`src/rtl/keyed_watchdog.sv`:
```
module keyed_watchdog #(
  parameter int          DW          = 32,
  parameter int          THR_LSB     = 10,
  parameter logic [15:0] KEY         = 16'h4755,
  parameter logic [31:0] INIT_RELOAD = 32'h0000_FFFF
) (
  input  logic          clk,
  input  logic          rst_n,
  input  logic          tick,
  input  logic [4:0]    bus_addr,
  input  logic          bus_we,
  input  logic [DW-1:0] bus_wdata,
  output logic [DW-1:0] bus_rdata,
  output logic          irq,
  output logic          rst_req,
  output logic          ext_req,
  output logic [1:0]    rst_mode,
  output logic          cs_swap
);
  localparam logic [2:0] A_CNT = 3'd0, A_RLD = 3'd1, A_RST = 3'd2,
                         A_CTL = 3'd3, A_STS = 3'd4, A_CLR = 3'd5;

  logic [DW-1:0] cnt_q, reload_q, ctrl_q;
  logic          irq_q, swap_q;

  wire [2:0] sel         = bus_addr[4:2];
  wire       wr          = bus_we && (bus_addr[1:0] == 2'b00);
  wire       restart_hit = wr && sel == A_RST && bus_wdata == {{(DW-16){1'b0}}, KEY};
  wire       clr_hit     = wr && sel == A_CLR && bus_wdata[0];

  wire          step     = ctrl_q[0] && (!ctrl_q[4] || tick) && cnt_q != '0 && !restart_hit;
  wire [DW-1:0] cnt_next = cnt_q - 1'b1;
  wire          expire   = step && cnt_next == '0;
  wire          pre_hit  = step && ctrl_q[2] &&
                           cnt_next == {{THR_LSB{1'b0}}, ctrl_q[DW-1:THR_LSB]};

  always_ff @(posedge clk or negedge rst_n) begin
    if (!rst_n) begin
      cnt_q    <= INIT_RELOAD[DW-1:0];
      reload_q <= INIT_RELOAD[DW-1:0];
      ctrl_q   <= '0;
    end else begin
      if (wr && sel == A_RLD) reload_q <= bus_wdata;
      if (wr && sel == A_CTL) ctrl_q   <= bus_wdata;
      if (restart_hit)        cnt_q    <= reload_q;
      else if (step)          cnt_q    <= cnt_next;
    end
  end

  always_ff @(posedge clk or negedge rst_n) begin
    if (!rst_n) begin
      irq_q   <= 1'b0;
      swap_q  <= 1'b0;
      rst_req <= 1'b0;
      ext_req <= 1'b0;
    end else begin
      rst_req <= expire && ctrl_q[1];
      ext_req <= expire && ctrl_q[3];
      if (pre_hit)                 irq_q  <= 1'b1;
      else if (clr_hit)            irq_q  <= 1'b0;
      if (expire && ctrl_q[7])     swap_q <= 1'b1;
      else if (clr_hit)            swap_q <= 1'b0;
    end
  end

  logic [DW-1:0] status_w;
  always_comb begin
    status_w    = '0;
    status_w[2] = irq_q;
    status_w[1] = swap_q;
  end

  always_ff @(posedge clk or negedge rst_n) begin
    if (!rst_n) bus_rdata <= '0;
    else begin
      case (sel)
        A_CNT:   bus_rdata <= cnt_q;
        A_RLD:   bus_rdata <= reload_q;
        A_CTL:   bus_rdata <= ctrl_q;
        A_STS:   bus_rdata <= status_w;
        default: bus_rdata <= '0;
      endcase
    end
  end

  assign irq      = irq_q;
  assign cs_swap  = swap_q;
  assign rst_mode = ctrl_q[6:5];
endmodule

```
`config.mk`:
```
export PLATFORM = sky130hd
export DESIGN_NAME = keyed_watchdog
export DESIGN_NICKNAME = d
export VERILOG_FILES = /design/src/rtl/keyed_watchdog.sv
export SDC_FILE = /design/constraint.sdc
export NUM_CORES = 1
export LEC_CHECK = 0
export BUFFER_PORTS_ARGS = -buffer_cell sky130_fd_sc_hd__buf_2
export CAP_MARGIN = 20
export CORE_MARGIN = 2
export CORE_UTILIZATION = 54
export CTS_CLUSTER_DIAMETER = 60
export CTS_CLUSTER_SIZE = 30
export DETAILED_ROUTE_END_ITERATION = 10
export GPL_TIMING_DRIVEN = 0
export PLACE_DENSITY = 0.88
export REMOVE_ABC_BUFFERS = 1
export SETUP_SLACK_MARGIN = 0.4
export SLEW_MARGIN = 20
export SYNTH_ARGS = -nofsm -noshare
export SYNTH_HDL_FRONTEND = slang
export SYNTH_SLANG_ARGS = --single-unit
```
`constraint.sdc`:
```
create_clock -name clk -period 2.86 [get_ports clk]
set_clock_uncertainty 0.2 [all_clocks]
set_input_delay 0 -clock clk [delete_from_list [all_inputs] [get_ports clk]]
set_output_delay 0 -clock clk [all_outputs]
set_load 0.02 [all_outputs]
```
==> run_results.csv <==
group,metric,value,unit
worst_setup_path,crit_slowest_cell,"dfstp_2",
clock_network,h-tree-depth,4,
worst_setup_path,crit_path_max_incr_delay,0.59,ns
sta,fin_crit_sh,105,%
worst_setup_path,arrival,3.19,ns
power,power,9020,uW
clock_network,cts_made_buffers,17,
worst_setup_path,endpoint_kind,"register",
global_routing,grt_start_max_net_pins,68,
worst_setup_path,critPathKind,"register to register",
global_routing,grt_pass1_wl,36300,um
synth,synth_top_area_share,34.2,%
placement,dp_hpwl,13100,um
drt,num_vias,7315,
clock_network,cts_tree,"done",
drt,routedWlPerCell,24.9,um
layout,final_area,10300,um2
drt,drtIter0Drc,1214,
drt,wl,27300,um
global_routing,antenna_found_initial,2,
layout,fillers,726,
drt,met1Wirelength,9920,um
worst_setup_path,cp.required,3.04,ns
worst_setup_path,startpoint_type,"register",
drt,met2_length,12300,um
clock_network,cts.sinks,132,
drt,met3_wirelength,3220,um
flow_run,max_cap_violations,0,
sta,final-setup-viol-count,4,
worst_setup_path,path_cells,"inv_2 > ha_4 > buf_4 > xnor2_1 > o211ai_1 > a211oi_1 > nand3_1 > nor4_1 > nand4b_1 > o21ai_1",
drt,ant_nets,0,
sta,maxSlewHeadroom,43.1,%
synth,avgSynthCellArea,9.98,um2
sta,period_needed,3.01,ns
floorplan,start_util,55.2,%
global_routing,grt_usage,32.8,%
synth,synth_ff_type,"dfrtp_1",
layout,final_nets,947,
global_routing,grt_remaining_overflow,0,
synth,synth_cell_types,60,
sta,setup_slack,-0.149,ns
sta,fmax,0.332,GHz
synth,synth-seq-cells,132,
synth,yosysTopAreaCell,"dfrtp_1",
synth,netlist_instances,733,
floorplan,rows,42,
worst_setup_path,cpLargestDelayFamily,"compound AO/OA/AOI/OAI gates",
synth,async_flop_share,100,%
clock_network,clk_latency,0.45,ns
sta,tns,-0.224,ns
sta,slew_viol_final,0,
floorplan,core_area,13200,um2
power,ir_worst_vdd,0.522,mV
synth,synth_edf_count,0,
sta,hold_violations,0,
layout,regArea,3360,um2
worst_setup_path,crit_buf_inv,2,
synth,yosysSeqAreaShare,45.7,%
status,violations,"setup timing",
sta,tightestPinTransition,0.854,ns
floorplan,num_io_pins,79,
synth,syn_area,7310,um2
layout,drive_above_1_share,43.6,%
synth,yosys_warnings,0,
sta,rsz0062_at_grt,"yes",
floorplan,die_w,120,um
clock_network,cts_root_buf,"clkbuf_16",
clock_network,cts_buffer_depth,2,
drt,routed.top_layer,"met5",
worst_setup_path,path_max_fanout,4,
power,p_per_area,876,nW/um2
global_routing,grt_pass1_vias,6524,
drt,dr.pass1.iters,6,
status,status,"complete, but fails checks",
placement,postPlaceCellArea,7810,um2
floorplan,die-area,14500,um2
floorplan,chipHeight,120,um
power,leakage,0.00458,uW
clock_network,path_clk_slew,0.06,ns
drt,drc,0,
worst_hold_path,hold_path_class,"input port to register",
layout,area_growth_syn_to_layout,40.8,%
synth,synthTopCellsByArea,"dfrtp_1 34%, dfstp_2 11%, mux2_2 10%",
drt,vias_per_cell,6.69,
placement,gp_congestion,0.974,
layout,multi_input_area,4410,um2
placement,port_buffers,78,
report_power, final:
part	internal, uW	switching [uW]	leakage, uW	total, uW
clock	1360	883	0.000285	2250
sequential	2370	652	0.00165	3020
combinational	1670	2080	0.00264	3760
layer usage:
| metal | GRT usage (%) | up-vias |
|---|---|---|
| met3 | 8.54 | 205 |
| met1 | 41.9 | 3533 |
| met5 | 0 | - |
| met2 | 50.8 | 635 |
| met4 | 18.5 | 2 |
| li1 | - | 2940 |
cell families after synthesis:
kind of cell | Yosys count | share of synthesized area, %
fa+ha+maj | 2 | 0.342
mux | 98 | 14.5
buf+inv | 63 | 3.61
simple gates | 263 | 19.1
compound gates | 111 | 8.80
flops | 132 | 45.7
xor+xnor | 64 | 7.85
layout by cell type (no fill, tap or decap), types with 6 or more instances in the layout:
cell type / count
buf_6: 17
nor3_1: 7
dfstp_2: 29
nand2_4: 6
nand3_1: 12
mux2i_1: 33
buf_2: 76
nor4_1: 7
buf_4: 62
dfrtp_1: 94
nor4b_1: 10
nor4_4: 12
nand2_1: 14
o21ai_0: 11
dlygate4sd3_1: 45
nand4b_1: 6
nand2_2: 7
nor2_1: 101
dfrtp_2: 6
a21oi_1: 64
nor3_4: 7
clkbuf_16: 18
xnor2_1: 33
xor2_1: 22
mux2_2: 64
final timing paths:
| check | cells past startpoint | to | slack (ns) | startpoint |
|---|---|---|---|---|
| worst max-delay path | 10 | irq | -0.15 | cnt_q[0] |
| worst min-delay path | 2 | bus_rdata[2] | 0.07 | bus_addr[3] |
| worst max register to register | 10 | irq | -0.15 | cnt_q[0] |
| worst min register to register | 1 | ext_req | 0.30 | ctrl_q[3] |
| max in group asynchronous | 4 | reload_q[5] | 1.30 | rst_n |
| min in group asynchronous | 3 | bus_rdata[20] | 0.42 | rst_n |
synth_stat cells (4+ instances only):
library cell and number:
xor2_1 25, nand3_1 18, dfrtp_1 100, a21oi_1 67, nor4b_1 11, nand2_1 29
mux2_2 65, o21ai_0 14, xnor2_1 38, buf_1 9, and3_1 4, nor3_1 15
dfstp_2 32, nor3b_1 4, or2_2 5, or3_1 7, nor2_1 109, nor4_1 19
mux2i_1 33, clkbuf_1 36, or4_1 6, o211ai_1 4, buf_2 10, nor4_2 4
nand4_1 5, nand4b_1 6, inv_1 5
timing repair:
item,4_1_cts,5_1_grt
setup endpoints to repair,56,56
gates cloned,0,1
resized for setup,78,88
buffers inserted,50,29
pin swaps,35,61
hold buffers,44,2
endpoints found under the hold margin,204,1
final cells by class:
type                            count  area share (%)
Timing Repair Buffer              210            16.4
Tap cell                          176            2.14
Sequential cell                   132            32.6
Clock inverter                     14            1.59
Clock buffer                       18            4.17
Multi-Input combinational cell    538            42.9
Antenna cell                        1          0.0243
Inverter                            5           0.182
metrics by stage:
| stage | setup slack (ns) | hold slack (ns) | instances | utilization [%] |
|---|---|---|---|---|
| floorplan | -0.781 | -0.496 | 675 | - |
| global placement | -2.21 | 0.0630 | 929 | 58.0 |
| detailed placement | -0.959 | -0.226 | 935 | 59.0 |
| CTS | 0.0717 | 0.0184 | 1061 | 72.5 |
| global route | -0.242 | 0.0645 | 1094 | 77.8 |
| finish | -0.149 | 0.0732 | 1094 | 77.8 |
sequential cells by signal, indices dropped and copies added, names as in the netlist:
| register | cells |
|---|---|
| bus_rdata | 32 |
| cnt_q | 32 |
| ctrl_q | 32 |
| reload_q | 32 |
| cs_swap | 1 |
| ext_req | 1 |
| irq | 1 |
| rst_req | 1 |
Note: power is estimated with default switching activity, not from simulation.
